==> config.mk <==
export PLATFORM = sky130hd
export DESIGN_NAME = spec_dep_cache
export DESIGN_NICKNAME = d
export VERILOG_FILES = /design/src/rtl/sdc_pkg.sv /design/src/rtl/sdc_line.sv /design/src/rtl/sdc_select.sv /design/src/rtl/spec_dep_cache.sv
export SDC_FILE = /design/constraint.sdc
export NUM_CORES = 1
export LEC_CHECK = 0
export BUFFER_PORTS_ARGS = -buffer_cell sky130_fd_sc_hd__buf_2
export CORE_UTILIZATION = 55
export CTS_BUF_LIST = sky130_fd_sc_hd__clkbuf_8
export CTS_CLUSTER_DIAMETER = 40
export DETAILED_ROUTE_END_ITERATION = 7
export PLACE_DENSITY = 0.75
export SLEW_MARGIN = 40
export SYNTH_ARGS = -nofsm -noshare
export SYNTH_HDL_FRONTEND = slang
export SYNTH_HIERARCHICAL = 1
export SYNTH_SLANG_ARGS = --single-unit
export TNS_END_PERCENT = 5
==> constraint.sdc <==
create_clock -name clk -period 12.98 [get_ports clk]
set_clock_uncertainty 0.05 [all_clocks]
set_input_delay 3.894 -clock clk [delete_from_list [all_inputs] [get_ports clk]]
set_output_delay 3.894 -clock clk [all_outputs]
set_load 0.005 [all_outputs]
==> src/rtl/sdc_pkg.sv <==
// Shared types for the speculative dependency cache.
// Assumes: state and opcode codes are fixed, the processor side relies on
// the opcode values.
package sdc_pkg;

    typedef enum logic [2:0] {
        ST_EMPTY      = 3'd0,
        ST_CLEAN      = 3'd1,
        ST_WATCH      = 3'd2,
        ST_GUESS_OK   = 3'd3,
        ST_GUESS_BAD  = 3'd4,
        ST_GATE       = 3'd5
    } line_st_e;

    typedef enum logic [2:0] {
        OP_LOAD    = 3'd0,
        OP_PREDICT = 3'd1,
        OP_GATE    = 3'd2,
        OP_PEEK    = 3'd3,
        OP_RESTART = 3'd4
    } req_op_e;

endpackage

==> src/rtl/sdc_line.sv <==
// One cache line: address, word and speculation state.
// Applies a snooped bus write first, then either a block restart or a
// write from the request side. Raises single-cycle abort and abandon
// events (combinational) when a snoop breaks a dependency.
// Assumes: the parent never writes a line on the same cycle as a restart
// and never writes a line whose address matches the current snoop.
module sdc_line
    import sdc_pkg::*;
#(
    parameter int ADDR_W = 8,
    parameter int DATA_W = 16
) (
    input  logic              clk,
    input  logic              rst_n,
    input  logic              init_i,
    input  logic              snp_valid_i,
    input  logic [ADDR_W-1:0] snp_addr_i,
    input  logic [DATA_W-1:0] snp_data_i,
    input  logic              wr_en_i,
    input  logic [ADDR_W-1:0] wr_addr_i,
    input  logic [DATA_W-1:0] wr_data_i,
    input  line_st_e          wr_state_i,
    output line_st_e          st_o,
    output logic [ADDR_W-1:0] addr_o,
    output logic [DATA_W-1:0] data_o,
    output logic              abort_o,
    output logic              abandon_o
);

    line_st_e          st_q, st_s, st_n;
    logic [ADDR_W-1:0] addr_q, addr_n;
    logic [DATA_W-1:0] data_q, data_s, data_n;
    logic              snp_hit, snp_same, ev_abort, ev_abandon;

    // Snoop effect on this line
    always_comb begin
        snp_hit    = snp_valid_i && (st_q != ST_EMPTY) && (snp_addr_i == addr_q);
        snp_same   = (snp_data_i == data_q);
        st_s       = st_q;
        data_s     = data_q;
        ev_abort   = 1'b0;
        ev_abandon = 1'b0;
        if (snp_hit) begin
            case (st_q)
                ST_CLEAN: data_s = snp_data_i;
                ST_WATCH: begin
                    data_s   = snp_data_i;
                    ev_abort = !snp_same;
                end
                ST_GUESS_OK, ST_GUESS_BAD: st_s = snp_same ? ST_GUESS_OK : ST_GUESS_BAD;
                ST_GATE:  ev_abandon = !snp_same;
                default:  ;
            endcase
        end
    end

    // Restart mapping or request write on top of the snoop result
    always_comb begin
        st_n   = st_s;
        data_n = data_s;
        addr_n = addr_q;
        if (init_i) begin
            st_n = (st_s == ST_CLEAN || st_s == ST_WATCH || st_s == ST_GUESS_OK)
                   ? ST_CLEAN : ST_EMPTY;
        end else if (wr_en_i) begin
            st_n   = wr_state_i;
            data_n = wr_data_i;
            addr_n = wr_addr_i;
        end
    end

    // Line storage
    always_ff @(posedge clk) begin
        if (!rst_n) begin
            st_q   <= ST_EMPTY;
            addr_q <= '0;
            data_q <= '0;
        end else begin
            st_q   <= st_n;
            addr_q <= addr_n;
            data_q <= data_n;
        end
    end

    assign st_o      = st_q;
    assign addr_o    = addr_q;
    assign data_o    = data_q;
    assign abort_o   = ev_abort && !init_i;
    assign abandon_o = ev_abandon && !init_i;

    AST_TRACKED_PINNED: assert property (@(posedge clk) disable iff (!rst_n)
        ((st_q inside {ST_WATCH, ST_GUESS_OK, ST_GUESS_BAD, ST_GATE}) && !init_i)
        |=> $stable(addr_q));

    AST_GUESS_NO_ABORT: assert property (@(posedge clk) disable iff (!rst_n)
        (st_q inside {ST_GUESS_OK, ST_GUESS_BAD}) |-> !abort_o && !abandon_o);

endmodule

==> src/rtl/sdc_select.sv <==
// Priority selection over the lines: the matching line for a request and
// the lowest-numbered replaceable line for a miss.
// Assumes: at most one line matches (the parent allocates only on a miss).
module sdc_select #(
    parameter int LINES = 4,
    localparam int IW = $clog2(LINES)
) (
    input  logic [LINES-1:0] hit_vec_i,
    input  logic [LINES-1:0] free_vec_i,
    output logic             hit_any_o,
    output logic [IW-1:0]    hit_idx_o,
    output logic             free_any_o,
    output logic [IW-1:0]    free_idx_o
);

    // Encode the matching line
    always_comb begin
        hit_any_o = 1'b0;
        hit_idx_o = '0;
        for (int i = LINES - 1; i >= 0; i--) begin
            if (hit_vec_i[i]) begin
                hit_any_o = 1'b1;
                hit_idx_o = IW'(i);
            end
        end
    end

    // Pick the lowest replaceable line
    always_comb begin
        free_any_o = 1'b0;
        free_idx_o = '0;
        for (int i = LINES - 1; i >= 0; i--) begin
            if (free_vec_i[i]) begin
                free_any_o = 1'b1;
                free_idx_o = IW'(i);
            end
        end
    end

endmodule

==> src/rtl/spec_dep_cache.sv <==
// Speculative dependency-tracking snoop cache, one per processor.
// Decodes one processor request per cycle against a fully associative set
// of lines, reads memory through a same-cycle read port, and reports
// broken dependencies from snooped bus writes as abort or abandon pulses.
// Assumes: LINES >= 2; memory returns mem_rd_data_i in the cycle of
// mem_rd_en_o; snooped writes already hold in memory afterwards.
module spec_dep_cache
    import sdc_pkg::*;
#(
    parameter int ADDR_W = 8,
    parameter int DATA_W = 16,
    parameter int LINES  = 4
) (
    input  logic              clk,
    input  logic              rst_n,
    input  logic              req_valid_i,
    input  logic [2:0]        req_op_i,
    input  logic [ADDR_W-1:0] req_addr_i,
    input  logic [DATA_W-1:0] req_wdata_i,
    output logic              req_ready_o,
    output logic              rsp_valid_o,
    output logic [DATA_W-1:0] rsp_data_o,
    output logic              mem_rd_en_o,
    output logic [ADDR_W-1:0] mem_rd_addr_o,
    input  logic [DATA_W-1:0] mem_rd_data_i,
    input  logic              snp_valid_i,
    input  logic [ADDR_W-1:0] snp_addr_i,
    input  logic [DATA_W-1:0] snp_data_i,
    output logic              abort_o,
    output logic              abandon_o,
    output logic              pend_pred_o,
    output logic              cap_full_o
);

    localparam int IW = $clog2(LINES);

    line_st_e          st_a   [LINES];
    logic [ADDR_W-1:0] addr_a [LINES];
    logic [DATA_W-1:0] data_a [LINES];
    logic [LINES-1:0]  hit_vec, free_vec, bad_vec, abort_vec, abandon_vec, wr_line;
    logic              hit_any, free_any;
    logic [IW-1:0]     hit_idx, free_idx, tgt_idx;

    req_op_e           op;
    logic              needs_line, need_alloc, clash, accept, init_all;
    logic              wr_go, rsp_go;
    line_st_e          wr_state, hit_st;
    logic [DATA_W-1:0] wr_data, hit_data, rsp_word;

    logic              rsp_valid_q, abort_q, abandon_q;
    logic [DATA_W-1:0] rsp_data_q;

    // Per-line storage and per-line match flags
    for (genvar g = 0; g < LINES; g++) begin : g_line
        sdc_line #(.ADDR_W(ADDR_W), .DATA_W(DATA_W)) u_line (
            .clk         (clk),
            .rst_n       (rst_n),
            .init_i      (init_all),
            .snp_valid_i (snp_valid_i),
            .snp_addr_i  (snp_addr_i),
            .snp_data_i  (snp_data_i),
            .wr_en_i     (wr_line[g]),
            .wr_addr_i   (req_addr_i),
            .wr_data_i   (wr_data),
            .wr_state_i  (wr_state),
            .st_o        (st_a[g]),
            .addr_o      (addr_a[g]),
            .data_o      (data_a[g]),
            .abort_o     (abort_vec[g]),
            .abandon_o   (abandon_vec[g])
        );
        assign hit_vec[g]  = (st_a[g] != ST_EMPTY) && (addr_a[g] == req_addr_i);
        assign free_vec[g] = (st_a[g] == ST_EMPTY) || (st_a[g] == ST_CLEAN);
        assign bad_vec[g]  = (st_a[g] == ST_GUESS_BAD);
        assign wr_line[g]  = wr_go && (tgt_idx == IW'(g));
    end

    sdc_select #(.LINES(LINES)) u_select (
        .hit_vec_i  (hit_vec),
        .free_vec_i (free_vec),
        .hit_any_o  (hit_any),
        .hit_idx_o  (hit_idx),
        .free_any_o (free_any),
        .free_idx_o (free_idx)
    );

    // Request acceptance: capacity stall and same-address snoop stall
    always_comb begin
        op          = req_op_e'(req_op_i);
        needs_line  = (op == OP_LOAD) || (op == OP_PREDICT) || (op == OP_GATE) || (op == OP_PEEK);
        need_alloc  = needs_line && !hit_any;
        cap_full_o  = req_valid_i && need_alloc && !free_any;
        clash       = req_valid_i && needs_line && snp_valid_i && (snp_addr_i == req_addr_i);
        req_ready_o = !(cap_full_o || clash);
        accept      = req_valid_i && req_ready_o;
        tgt_idx     = hit_any ? hit_idx : free_idx;
        hit_st      = st_a[hit_idx];
        hit_data    = data_a[hit_idx];
    end

    // Request action: memory read, line write, response word
    always_comb begin
        mem_rd_en_o   = 1'b0;
        mem_rd_addr_o = req_addr_i;
        wr_go         = 1'b0;
        wr_state      = ST_EMPTY;
        wr_data       = req_wdata_i;
        rsp_go        = 1'b0;
        rsp_word      = hit_data;
        init_all      = 1'b0;
        if (accept) begin
            case (op)
                OP_LOAD: begin
                    rsp_go = 1'b1;
                    if (hit_any) begin
                        if (hit_st == ST_CLEAN) begin
                            wr_go    = 1'b1;
                            wr_state = ST_WATCH;
                            wr_data  = hit_data;
                        end
                    end else begin
                        mem_rd_en_o = 1'b1;
                        wr_go       = 1'b1;
                        wr_state    = ST_WATCH;
                        wr_data     = mem_rd_data_i;
                        rsp_word    = mem_rd_data_i;
                    end
                end
                OP_PEEK: begin
                    rsp_go = 1'b1;
                    if (!hit_any) begin
                        mem_rd_en_o = 1'b1;
                        wr_go       = 1'b1;
                        wr_state    = ST_CLEAN;
                        wr_data     = mem_rd_data_i;
                        rsp_word    = mem_rd_data_i;
                    end
                end
                OP_PREDICT: begin
                    mem_rd_en_o = 1'b1;
                    wr_go       = 1'b1;
                    wr_state    = (mem_rd_data_i == req_wdata_i) ? ST_GUESS_OK : ST_GUESS_BAD;
                end
                OP_GATE: begin
                    wr_go    = 1'b1;
                    wr_state = ST_GATE;
                end
                OP_RESTART: init_all = 1'b1;
                default: ;
            endcase
        end
    end

    // Response and event registers
    always_ff @(posedge clk) begin
        if (!rst_n) begin
            rsp_valid_q <= 1'b0;
            rsp_data_q  <= '0;
            abort_q     <= 1'b0;
            abandon_q   <= 1'b0;
        end else begin
            rsp_valid_q <= rsp_go;
            if (rsp_go) rsp_data_q <= rsp_word;
            abort_q     <= |abort_vec;
            abandon_q   <= |abandon_vec;
        end
    end

    assign rsp_valid_o = rsp_valid_q;
    assign rsp_data_o  = rsp_data_q;
    assign abort_o     = abort_q;
    assign abandon_o   = abandon_q;
    assign pend_pred_o = |bad_vec;

    AST_SINGLE_MATCH: assert property (@(posedge clk) disable iff (!rst_n)
        $onehot0(hit_vec));

    AST_FULL_STALLS: assert property (@(posedge clk) disable iff (!rst_n)
        cap_full_o |-> !req_ready_o && !mem_rd_en_o);

    AST_CLASH_STALLS: assert property (@(posedge clk) disable iff (!rst_n)
        (req_valid_i && snp_valid_i && snp_addr_i == req_addr_i && req_op_i != 3'd4)
        |-> !req_ready_o);

    AST_ABORT_AFTER_SNOOP: assert property (@(posedge clk) disable iff (!rst_n)
        abort_o |-> $past(snp_valid_i));

    AST_ABANDON_AFTER_SNOOP: assert property (@(posedge clk) disable iff (!rst_n)
        abandon_o |-> $past(snp_valid_i));

    AST_GATE_NO_READ: assert property (@(posedge clk) disable iff (!rst_n)
        (req_valid_i && req_op_i == 3'd2) |-> !mem_rd_en_o);

endmodule

==> results.toml <==
[clock_tree]
cts_buffers = 17
path_clk_slew_ps = 80
cts_num_sinks = 127
clk_latency_ps = 470
root_buffer = "clkbuf_8"
cts_resized = 0
h-tree-depth = 4
clockBufferDepth = 2
ctsHoldBuffers = 0
post_cts_buffers = 0
tritoncts = "built"

[cells_and_area]
nNetsFinal = 1316
drive_above_1_share_pct = 25.6
multi_input_area_sq_um = 7260
area_growth_pct = 8.71
nFillCells = 1679
final_area_sq_um = 11400
regArea_sq_um = 2540

[die]
start_util_pct = 56.0
io_pins = 102
fp.dieH_um = 140
coreArea_sq_um = 18600
die_w_um = 140
std_cell_rows = 50
dieArea_sq_um = 19500

[route]
drt-wirelength-per-cell_um = 23.1
drt-pass1-iter-count = 6
vias = 10200
dr_wl_met2_mm = 15.1
drtAntennaViolNets = 0
drcViolationCount = 0
highest_layer = "met5"
drtIter0Drc = 1024
wl_met1_mm = 14.2
via_per_inst = 6.83
met3_length_mm = 3.95
wl_mm = 34.5

[placed_design]
dpl_cell_area_sq_um = 10900
place.gp.congestion = 0.923
port_buffers = 101
hpwlAfterDp_mm = 23.1

[timing]
finalSetupTns_ps = 0
hold_violations = 0
post-route-period-util_pct = 81.3
setup_viol = 0
worst_slew_pin_slew_ps = 946
whs_ps = 399
rsz0062_at_grt = "false"
relSlewSlack_pct = 37.0
fmax_mhz = 94.8
slew_viol_final = 0
period_needed_ps = 10550

[logic_synthesis]
synth_edf_count = 0
ys_types = 73
syn_nets = 1272
synth_cells = 1201
synth-seq-cells = 127
synth_top_flop_cell = "dfxtp_1"
yosysSeqAreaShare_pct = 24.3
synthArstFlopShare_pct = 0
ys_warn_count = 6
mappedNetlistArea_sq_um = 10400
avgSynthCellArea_sq_um = 8.70

[power]
internal-power_uw = 706
p_clk_share_pct = 36.8
pwr-share-seq_pct = 40.7
power_leakage_uw = 0.00339
p_comb_share_pct = 22.5
switching_power_uw = 341
p_per_area_nw_per_um2 = 92.2
irDropWorstVdd_v = 0.0000716
netSwitchingFraction_pct = 32.6

[critical_path]
max_stage_delay_ps = 710
critPathMostFrequentCell = "buf_2"
critPathCaptureType = "primary output"
slowest_stage = "nor4_1"
start_kind = "input pin"
r2r_setup_slack_ps = 7900
cp_top_family = "buffers and inverters"
path_max_fanout = 61
required_ps = 9040
arrival_ps = 6600
critPathKind = "input pin to primary output"
worst-path-buf-inv = 4
crit_chain = "buf_2, xnor2_1, o311ai_0, nor4_1, nor2_1, nand2_2, buf_4, inv_1, o21bai_1, a21oi_1, buf_2"

[job]
maxCapViolCount = 0

[global_routing]
grt_pass1_wl_mm = 53.8
gr-usage-all-layers_pct = 35.4
antenna_found_initial = 2
grt_pass1_vias = 9576
gr-total-overflow = 0
grt_max_degree = 93

[run_status]
status = "finished, final reports clean"

[min_path]
hold_path_class = "flop to flop"
per-stage QoR:
step | instances | util [%] | power, uW | setup slack (ps)
after global placement | 1453 | 58.0 | 657 | 2580
after CTS | 1488 | 60.7 | 1040 | 2500
after detailed placement | 1457 | 58.4 | 661 | 2520
final | 1493 | 60.9 | 1050 | 2430
after global routing | 1491 | 60.9 | 1080 | 2300
after floorplan | 1201 | - | 587 | 3220
flip-flops by register name, indices dropped and copies added, names as in the netlist:
register and cells:
g_line.u_line/addr_o 32, g_line.u_line/st_o 12, g_line.u_line/data_o 64, abandon_o 1
rsp_valid_o 1, rsp_data_o 16, abort_o 1
per-layer routing:
metal  vias to the layer above  GRT usage, %
li1                       4569             -
met1                      4855          47.3
met2                       656          53.0
met3                       115          9.88
met4                         2          15.9
met5                         -             0
cells in the mapped netlist, drive strengths merged, types with 5 or more instances:
cell | n | area, sq um
nor3 | 146 | 1140
xnor2 | 143 | 1480
dfxtp | 127 | 2540
nand2 | 104 | 400
nor4 | 89 | 642
o21ai | 84 | 420
buf | 61 | 453
a21boi | 47 | 353
clkbuf | 43 | 176
nor2 | 41 | 154
nand4 | 37 | 292
a21oi | 27 | 143
nand2b | 22 | 138
nor2b | 19 | 119
inv | 18 | 67.6
o221ai | 18 | 158
mux4 | 16 | 360
a221oi | 14 | 154
xor2 | 14 | 123
a31oi | 11 | 68.8
mux2i | 11 | 110
and4 | 8 | 80.1
or3 | 8 | 70.1
o22a | 7 | 61.3
nor4b | 6 | 52.6
o31ai | 6 | 63.8
and2 | 5 | 31.3
nand3 | 5 | 45.0
nand3b | 5 | 37.5
nor3b | 5 | 57.6
cells by family after synthesis:
| logic type | share of synthesized area (%) |
|---|---|
| and+or+nand+nor | 31.9 |
| AOI/OAI and AO/OA | 17.3 |
| xor gates and xnor gates | 15.3 |
| DFF | 24.3 |
| muxes | 4.50 |
| buffers and inverters | 6.67 |
power groups by stage:
| stage | clock (uW) | sequential (uW) | combinational [uW] |
|---|---|---|---|
| floorplan | 0 | 425 | 162 |
| global placement | 0 | 434 | 223 |
| detailed placement | 0 | 434 | 227 |
| CTS | 388 | 426 | 228 |
| global route | 405 | 428 | 250 |
| finish | 385 | 426 | 236 |
worst reg2reg max path, stage by stage (launching register included):
cell and delay, ps:
dfxtp_1 700, o311ai_0 300, nor4_1 530, inv_1 150, a21oi_4 150, buf_4 390
nor4b_1 160, a311oi_1 660, o21ai_0 200, a21oi_1 320, nor3_1 120, buf_4 190
nor2b_4 130, buf_4 320, nor4_1 490, nor3_2 80
path summary, 6_finish.rpt:
| path | start | endpoint | depth (start not counted) |
|---|---|---|---|
| hold reg to reg | rsp_data_o[12] | rsp_data_o[12] | 2 |
| hold / removal | rsp_data_o[12] | rsp_data_o[12] | 2 |
| setup reg to reg | g_line[1].u_line/st_o[0] | g_line[0].u_line/data_o[0] | 15 |
| setup / recovery | req_addr_i[2] | mem_rd_en_o | 11 |
placed cells by master (no fill, tap or decap), types with 5 or more instances in the layout:
master | synthesis | final
a21boi_0 | 44 | 44
a21oi_1 | 25 | 25
a221oi_1 | 9 | 9
a221oi_2 | 5 | 5
a31oi_1 | 11 | 11
and2_1 | 5 | 5
buf_2 | 23 | 101
buf_4 | 20 | 21
clkbuf_8 | 0 | 17
dfxtp_1 | 127 | 127
inv_1 | 18 | 18
mux2i_1 | 11 | 11
mux4_2 | 16 | 16
nand2_1 | 100 | 99
nand2_2 | 4 | 5
nand2b_1 | 22 | 21
nand3b_1 | 5 | 5
nand4_1 | 33 | 33
nor2_1 | 41 | 41
nor2b_1 | 19 | 15
nor3_1 | 65 | 64
nor3_2 | 81 | 82
nor4_1 | 81 | 81
nor4b_1 | 6 | 6
o21ai_0 | 80 | 80
o221ai_1 | 18 | 18
o22a_1 | 7 | 7
xnor2_1 | 131 | 131
xnor2_4 | 12 | 12
xor2_1 | 14 | 14
layout make-up:
class	count	area share, %
Multi-Input combinational cell	952	63.9
Sequential cell	127	22.4
Timing Repair Buffer	129	6.71
Tap cell	234	2.58
Clock buffer	17	2.06
Clock inverter	14	1.69
Inverter	18	0.595
Antenna cell	2	0.0441
Power figures use the tool's default switching activity.
